==> config.mk <==
export PLATFORM = sky130hd
export DESIGN_NAME = capture_dtimer
export DESIGN_NICKNAME = d
export VERILOG_FILES = /design/src/rtl/cdt_pkg.sv /design/src/rtl/cdt_prescaler.sv /design/src/rtl/cdt_edge.sv /design/src/rtl/cdt_counter.sv /design/src/rtl/capture_dtimer.sv
export SDC_FILE = /design/constraint.sdc
export NUM_CORES = 1
export LEC_CHECK = 0
export ABC_CLOCK_PERIOD_IN_PS = 2800
export BUFFER_PORTS_ARGS = -buffer_cell sky130_fd_sc_hd__buf_2
export CORE_MARGIN = 5
export CORE_UTILIZATION = 58
export CTS_CLUSTER_SIZE = 16
export DETAILED_ROUTE_END_ITERATION = 7
export GPL_TIMING_DRIVEN = 0
export PLACE_DENSITY = 0.79
export SYNTH_ARGS = -nofsm -noshare
export SYNTH_HDL_FRONTEND = slang
export SYNTH_SLANG_ARGS = --single-unit
==> constraint.sdc <==
create_clock -name clk -period 2.8 [get_ports clk]
set_clock_uncertainty 0.05 [all_clocks]
set_input_delay 0.42 -clock clk [delete_from_list [all_inputs] [get_ports clk]]
set_output_delay 0.42 -clock clk [all_outputs]
set_load 0.01 [all_outputs]
==> src/rtl/cdt_pkg.sv <==
package cdt_pkg;

  typedef enum logic [1:0] {
    MD_SQUARE = 2'b00,
    MD_EVENT  = 2'b01,
    MD_PERIOD = 2'b10,
    MD_WIDTH  = 2'b11
  } cdt_mode_e;

  localparam logic [1:0] ADDR_TMR = 2'd0;
  localparam logic [1:0] ADDR_CTL = 2'd1;
  localparam logic [1:0] ADDR_FLG = 2'd2;

  // clocks per count step for a prescaler select code
  function automatic int unsigned presc_div(input logic [1:0] sel);
    return 32'd8 << sel;
  endfunction

  // pin edge that counts in event mode
  function automatic logic count_edge(input logic pol, input logic rise, input logic fall);
    return pol ? fall : rise;
  endfunction

  // pin edge that captures in the measuring modes
  function automatic logic capture_edge(input cdt_mode_e m, input logic pol,
                                        input logic rise, input logic fall);
    case (m)
      MD_PERIOD: return pol ? rise : fall;
      MD_WIDTH:  return rise | fall;
      default:   return 1'b0;
    endcase
  endfunction

endpackage

==> src/rtl/cdt_prescaler.sv <==
module cdt_prescaler #(
  parameter int PRE_W = 6
) (
  input  logic       clk,
  input  logic       rst_n,
  input  logic [1:0] sel,
  output logic       tick
);
  import cdt_pkg::*;

  logic [PRE_W-1:0] pre_q;
  logic [PRE_W-1:0] mask;

  assign mask = PRE_W'(presc_div(sel) - 1);
  assign tick = (pre_q & mask) == mask;

  always_ff @(posedge clk or negedge rst_n) begin
    if (!rst_n) pre_q <= '0;
    else        pre_q <= pre_q + 1'b1;
  end
endmodule

==> src/rtl/cdt_edge.sv <==
module cdt_edge (
  input  logic clk,
  input  logic rst_n,
  input  logic pin_in,
  output logic rise,
  output logic fall
);
  logic pin_q;

  always_ff @(posedge clk or negedge rst_n) begin
    if (!rst_n) pin_q <= 1'b0;
    else        pin_q <= pin_in;
  end

  assign rise = pin_in & ~pin_q;
  assign fall = ~pin_in & pin_q;
endmodule

==> src/rtl/cdt_counter.sv <==
module cdt_counter #(
  parameter int DW = 8
) (
  input  logic          clk,
  input  logic          rst_n,
  input  logic          en,
  input  logic          cap,
  input  logic          load,
  input  logic [DW-1:0] load_val,
  input  logic [DW-1:0] reload,
  output logic [DW-1:0] cnt,
  output logic [DW-1:0] cap_val,
  output logic          uf
);
  // a capture takes precedence over an underflow in the same cycle
  assign uf = en && (cnt == '0) && !cap;

  always_ff @(posedge clk or negedge rst_n) begin
    if (!rst_n) begin
      cnt     <= '1;
      cap_val <= '0;
    end else if (cap) begin
      cap_val <= cnt;
      cnt     <= reload;
    end else if (uf) begin
      cnt <= reload;
    end else if (en) begin
      cnt <= cnt - 1'b1;
    end else if (load) begin
      cnt <= load_val;
    end
  end
endmodule

==> src/rtl/capture_dtimer.sv <==
module capture_dtimer #(
  parameter int DW    = 8,
  parameter int PRE_W = 6
) (
  input  logic          clk,
  input  logic          rst_n,
  input  logic [1:0]    bus_addr,
  input  logic          bus_wr,
  input  logic [DW-1:0] bus_wdata,
  output logic [DW-1:0] bus_rdata,
  input  logic          pin_in,
  output logic          pin_out,
  output logic          pin_oe,
  output logic          irq_uf,
  output logic          irq_evt
);
  import cdt_pkg::*;

  cdt_mode_e     mode_q;
  logic          pol_q, stop_q;
  logic [1:0]    psel_q;
  logic [DW-1:0] reload_q, cnt_q, cap_q;
  logic          tmr_wr, ctl_wr, flg_wr;
  logic          tick, rise, fall;
  logic          cnt_en, cap_evt, uf_evt;

  assign tmr_wr = bus_wr && (bus_addr == ADDR_TMR);
  assign ctl_wr = bus_wr && (bus_addr == ADDR_CTL);
  assign flg_wr = bus_wr && (bus_addr == ADDR_FLG);

  cdt_prescaler #(.PRE_W(PRE_W)) u_pre (
    .clk(clk), .rst_n(rst_n), .sel(psel_q), .tick(tick));

  cdt_edge u_edge (
    .clk(clk), .rst_n(rst_n), .pin_in(pin_in), .rise(rise), .fall(fall));

  assign cnt_en  = !stop_q && ((mode_q == MD_EVENT) ? count_edge(pol_q, rise, fall) : tick);
  assign cap_evt = !stop_q && capture_edge(mode_q, pol_q, rise, fall);

  cdt_counter #(.DW(DW)) u_cnt (
    .clk(clk), .rst_n(rst_n), .en(cnt_en), .cap(cap_evt),
    .load(tmr_wr && stop_q), .load_val(bus_wdata), .reload(reload_q),
    .cnt(cnt_q), .cap_val(cap_q), .uf(uf_evt));

  always_ff @(posedge clk or negedge rst_n) begin
    if (!rst_n) begin
      mode_q   <= MD_SQUARE;
      pol_q    <= 1'b0;
      psel_q   <= 2'd0;
      stop_q   <= 1'b1;
      reload_q <= '1;
    end else begin
      if (tmr_wr) reload_q <= bus_wdata;
      if (ctl_wr) begin
        mode_q <= cdt_mode_e'(bus_wdata[1:0]);
        pol_q  <= bus_wdata[2];
        psel_q <= bus_wdata[4:3];
        stop_q <= bus_wdata[5];
      end
    end
  end

  // sticky flags: write 0 clears, a new event wins over the clear
  always_ff @(posedge clk or negedge rst_n) begin
    if (!rst_n) begin
      irq_uf  <= 1'b0;
      irq_evt <= 1'b0;
    end else begin
      irq_uf  <= (flg_wr ? (irq_uf  & bus_wdata[0]) : irq_uf)  | uf_evt;
      irq_evt <= (flg_wr ? (irq_evt & bus_wdata[1]) : irq_evt) | cap_evt;
    end
  end

  always_ff @(posedge clk or negedge rst_n) begin
    if (!rst_n)                              pin_out <= 1'b1;
    else if (ctl_wr)                         pin_out <= ~bus_wdata[2];
    else if (uf_evt && mode_q == MD_SQUARE)  pin_out <= ~pin_out;
  end

  assign pin_oe = (mode_q == MD_SQUARE);

  always_comb begin
    case (bus_addr)
      ADDR_TMR: bus_rdata = (mode_q == MD_PERIOD || mode_q == MD_WIDTH) ? cap_q : cnt_q;
      ADDR_CTL: bus_rdata = DW'({stop_q, psel_q, pol_q, mode_q});
      ADDR_FLG: bus_rdata = DW'({irq_evt, irq_uf});
      default:  bus_rdata = '0;
    endcase
  end
endmodule

Yosys cells after proc, flatten, opt, wreduce, memory -nomap -nowiden
Index checks and enable logic that the tools add are counted.

cells by class
  $lt $le $gt $ge = 0
  equal/unequal tests = 6
  add/sub/neg operators = 3
  shift-type cells = 1
  bitwise gates (word level) = 12
  $mul = 0
  reduce and logical (&&, ||, !) cells = 17
  div/mod/pow operators = 0
  muxes and demuxes = 14

operators with widths
  kind                                                                   number
  8-bit 2-to-1 mux                                                       5
  8-bit one-hot mux with 3 select lines                                  1
  1-bit logical AND                                                      9
  8-bit zero test                                                        1
  8-bit by 1-bit subtractor with 8-bit output, second input constant     1
  1-bit 2-to-1 mux                                                       7
  6-bit by 1-bit adder with 6-bit output, second input constant          1
  6-bit bitwise AND                                                      1
  2-bit equality test, second input constant                             3
  6-bit equality test                                                    1
  4-bit by 2-bit << shifter with 6-bit output, first input constant      1
  6-bit by 1-bit subtractor with 6-bit output, second input constant     1
  1-bit bitwise AND                                                      4
  2-bit by 1-bit equality test with 1-bit output, second input constant  2
  2-bit zero test                                                        2
  1-bit NOT                                                              4
  4-bit nonzero test                                                     1
  1-bit bitwise OR                                                       3
  1-bit zero test                                                        2
  1-bit one-hot mux with 2 select lines                                  1
  2-bit nonzero test                                                     1
  1-bit logical OR                                                       1

word-level totals
  memories = 0
  logic and storage cells = 65
  bits of input ports = 14
  output and inout port bits = 12
  RAM bits = 0
  bits in latches = 0
  ROM bits = 0
  register bits = 40

Depth between registers and ports, before layout
  depth in word-level cells = 11
  mapped depth = 8
  gate-level depth less buffers = 8

Modules after synthesis
A second synthesis with hierarchy kept.

unflattened totals
  cell total of the unflattened synthesis = 190
  area, all modules = 2174.6 µm²

modules (own cells, without submodules)
  module          seq. area each (µm²)  cells an instance  area an instance (µm²)  times used
  capture_dtimer  437.9                 80                 959.7                   1
  cdt_counter     410.4                 86                 927.1                   1
  cdt_prescaler   150.1                 21                 247.7                   1
  cdt_edge        25.0                  3                  40.0                    1

Worst setup path after synthesis
Ideal clock, no wire load.

  path type = input to register
  start = input port pin_in
  end = register u_cnt.cap_val[6]
  stages = 6
  arrival time = 1.809 ns
  data required time = 2.625 ns
  path buffers = 1
  setup time = 0.125 ns
  setup slack = 0.816 ns
  cell sequence = inv_1 ha_1 mux2_2 o2111ai_4 buf_2 mux2_2

on the way
  word-level cells in the longest chain between the ends = 5
  elaborated cells on any way between the ends = 7
  classes of those cells = mux (2); bitwise (4); reduce/logical (1)

ends and longest elaborated chain
  element                                                      RTL line                      RTL
  from (decl)                                                  capture_dtimer.sv:11          input logic pin_in,
  1-bit NOT                                                    cdt_edge.sv:16                assign fall = ~pin_in & pin_q;
  1-bit bitwise AND                                            cdt_edge.sv:16
  1-bit bitwise OR / 1-bit 2-to-1 mux (equally long branches)  cdt_pkg.sv:29, cdt_pkg.sv:28
  1-bit one-hot mux with 2 select lines *                      cdt_pkg.sv:27                 case (m)
  1-bit logical AND *                                          capture_dtimer.sv:38          assign cap_evt = !stop_q && capture_edge(mode_q, pol_q, rise, fall);
  to (signal assigned)                                         cdt_counter.sv:23             cap_val <= cnt;
  to (decl)                                                    cdt_counter.sv:12             output logic [DW-1:0] cap_val,

Every way passes the cells marked *; elsewhere a longest branch is shown, timed or not.
A chain may end at the register's enable or synchronous reset.

Worst setup path after layout
  start = register mode_q[1]
  end = output port bus_rdata[0]

on the way
  word-level cells in the longest chain between the ends = 4
  elaborated cells on any way between the ends = 5
  classes of those cells = eq/ne (2); mux (2); reduce/logical (1)

ends and longest elaborated chain
  element                                  RTL line              RTL
  from (decl)                              capture_dtimer.sv:19  cdt_mode_e mode_q;
  from (signal assigned)                   capture_dtimer.sv:55  mode_q <= cdt_mode_e'(bus_wdata[1:0]);
  2-bit equality test                      capture_dtimer.sv:84  ADDR_TMR: bus_rdata = (mode_q == MD_PERIOD || mode_q == MD_WIDTH) ? cap_q : cnt_q;
  1-bit logical OR *                       capture_dtimer.sv:84
  8-bit 2-to-1 mux *                       capture_dtimer.sv:84
  8-bit one-hot mux with 3 select lines *  capture_dtimer.sv:83  case (bus_addr)
  to (decl)                                capture_dtimer.sv:10  output logic [DW-1:0] bus_rdata,

Marked as above.

==> impl_metrics.env <==
export IMPL_finalSetupViolCount=0
export IMPL_overflow=0
export IMPL_synthArstFlopShare=1.000
export IMPL_cts_tree="built"
export IMPL_rows=23
export IMPL_wl_per_cell_um=16.51
export IMPL_syn_inst=221
export IMPL_min_period_over_period=0.8887
export IMPL_drc_errors=0
export IMPL_grt_pass1_vias=1764
export IMPL_fin_util=0.6607
export IMPL_route_met2_wl_um=2360
export IMPL_grt_max_degree=41
export IMPL_ios=26
export IMPL_initial_core_util=0.5871
export IMPL_post_cts_buffers=0
export IMPL_drt_iter0_drc=105
export IMPL_synth_yosys_seq_area_share=0.4422
export IMPL_r2r_cells=5
export IMPL_r2r_setup_slack_ns=0.47
export IMPL_critPathKind="flip-flop to output port"
export IMPL_slew_headroom=0.3965
export IMPL_antenna_cells=0
export IMPL_first_pass_iters=4
export IMPL_finalMaxSlewViolations=0
export IMPL_antenna_found_initial=0
export IMPL_synth_edf_count=0
export IMPL_synthesis_area_sq_um=2315
export IMPL_crit_arrival_ns=2.02
export IMPL_crit_required_ns=2.33
export IMPL_wl_um=5004
export IMPL_cts_max_level=2
export IMPL_placement_io_buffers=24
export IMPL_layout_nets=271
export IMPL_fin_crit_ns=2.488
export IMPL_end_kind="output port"
export IMPL_dr_total_vias=1755
export IMPL_yosys_warnings=0
export IMPL_syn_mean_instance_area_sq_um=10.47
export IMPL_final_cell_mix="buf_2, nand2_1, mux2_2, dfrtp_1, nor2_1"
export IMPL_core_area_sq_um=3943
export IMPL_top_layer_used="met4"
export IMPL_reg2reg_to="u_cnt.cnt[4]"
export IMPL_dpl_cell_area_sq_um=2497
export IMPL_dp_final_hpwl_um=3539
export IMPL_nFillCells=307
export IMPL_cts_buffer_depth=2
export IMPL_cts_root_buf="clkbuf_8"
export IMPL_power_density_nw_per_um2=829.6
export IMPL_drv_cap=0
export IMPL_syn_to_final_growth_pct=12.54
export IMPL_ys_types=44
export IMPL_stdcell_area_sq_um=2605
export IMPL_die_y_um=73.18
export IMPL_hold_violations=0
export IMPL_yosys_most_used_dff="dfrtp_1"
export IMPL_holdBufCountCts=0
export IMPL_crit_path_max_fanout=10
export IMPL_fmax_ghz=0.4019
export IMPL_synth_nets=240
export IMPL_p_leak_uw=0.001128
export IMPL_worst_pin_slew_ns=0.9053
export IMPL_synth_seq_cells=40
export IMPL_reg2reg_from="stop_q"
export IMPL_place_congestion=0.8673
export IMPL_grt_setup_unrepaired="no"
export IMPL_grt_total_usage=0.2115
export IMPL_routed_wl_met3_um=212
export IMPL_wl_met1_um=2357
export IMPL_die_w_um=73.18
export IMPL_grt_pass1_wl_um=8576
export IMPL_outcome="completed"
export IMPL_numCtsBuffers=5
export IMPL_ir_drop_mv=0.4924
export IMPL_die_area_sq_um=5355
export IMPL_ctsResizeCount=0
export IMPL_path_clk_slew_ns=0.08
export IMPL_start_kind="flip-flop"
export IMPL_drive_above_1_share=0.3360
export IMPL_clock_latency_ns=0.29
export IMPL_hold_path_class="primary input to async pin"
export IMPL_vias_per_cell=5.792
export IMPL_ant_nets=0
export IMPL_tns_ns=0
export IMPL_final_common_cell="buf_2"
export IMPL_clock_sinks=40
==> metrics by stage <==
stage | worst slack (ns) | power [uW] | instances | hold slack, ns
floorplan | 0.8164 | 1498 | 221 | 0.07441
global placement | 0.5348 | 1671 | 295 | 0.3877
detailed placement | 0.4986 | 1701 | 295 | 0.3929
CTS | 0.3031 | 2170 | 303 | 0.2092
global route | 0.09878 | 2318 | 303 | 0.2244
finish | 0.3116 | 2161 | 303 | 0.2051
==> cell usage after synthesis, types with 2 or more instances <==
master | instances | area share
nor2_1 | 20 | 0.032
a31oi_1 | 2 | 0.0054
a21oi_1 | 7 | 0.015
clkbuf_1 | 5 | 0.0081
nand2_1 | 22 | 0.036
inv_1 | 10 | 0.016
nand3_1 | 4 | 0.0086
buf_2 | 4 | 0.0086
nor3_1 | 4 | 0.0086
a21o_1 | 2 | 0.0065
xnor2_1 | 5 | 0.019
a22oi_1 | 5 | 0.016
ha_1 | 5 | 0.027
nor3b_1 | 3 | 0.0097
xor2_1 | 4 | 0.015
nand2b_1 | 3 | 0.0081
o21ai_0 | 13 | 0.028
mux2_2 | 22 | 0.11
a211oi_1 | 5 | 0.016
dfstp_2 | 18 | 0.20
dfrtp_1 | 22 | 0.24
nor2b_1 | 3 | 0.0081
mux2i_1 | 12 | 0.052
==> worst max-delay path by stage <==
stage,startpoint,end,slack [ns]
2_1_floorplan,pin_in,u_cnt.cap_val[6],0.82
6_report,mode_q[1],bus_rdata[0],0.31
4_1_cts,mode_q[1],bus_rdata[0],0.30
3_5_place_dp,pin_in,u_cnt.cap_val[6],0.50
5_1_grt,mode_q[1],bus_rdata[0],0.1
3_3_place_gp,pin_in,u_cnt.cap_val[6],0.53
==> logic make-up after synthesis <==
group / Yosys count / synth area share
buf+inv: 21 / 0.03946
simple gates: 66 / 0.1422
compound gates: 45 / 0.1513
xor+xnor: 9 / 0.03405
flops: 40 / 0.4422
mux: 35 / 0.1638
fa+ha+maj: 5 / 0.02703
==> cell type report <==
class	instances	area, sq um	area share
plain buffers	11	53.80	0.02065
clock buffers	6	72.57	0.02786
clock inverters	2	35.03	0.01345
inverters	10	37.54	0.01441
multi-input cells	160	1200	0.4606
flip-flops and latches	40	1023	0.3929
well taps	50	62.56	0.02402
repair buffers	24	120.1	0.04611
==> critical path, stage by stage, from the launching register on <==
cell     delay (ns)
dfrtp_1        0.32
buf_2          0.23
buf_1          0.51
mux2i_1        0.25
nor2_1         0.05
a21oi_1        0.12
o21ai_0        0.08
buf_2          0.16
==> metal layers <==
| layer | global-route usage | vias to the layer above |
|---|---|---|
| met5 | 0 | - |
| met2 | 0.3267 | 38 |
| met3 | 0.03719 | 9 |
| li1 | - | 845 |
| met1 | 0.2905 | 863 |
| met4 | 0.09221 | 0 |
==> registers in the layout, indices dropped and copies added, names as in the netlist <==
register / count
mode_q: 2
pin_out: 1
u_pre.pre_q: 6
reload_q: 8
psel_q: 2
pol_q: 1
u_cnt.cnt: 8
stop_q: 1
u_edge.pin_q: 1
u_cnt.cap_val: 8
irq_uf: 1
irq_evt: 1
==> report_power, final <==
group	switching [uW]	internal, uW
combinational	410	349
clock	199	264
sequential	134	805
total	743	1420
Power figures use the tool's default switching activity.
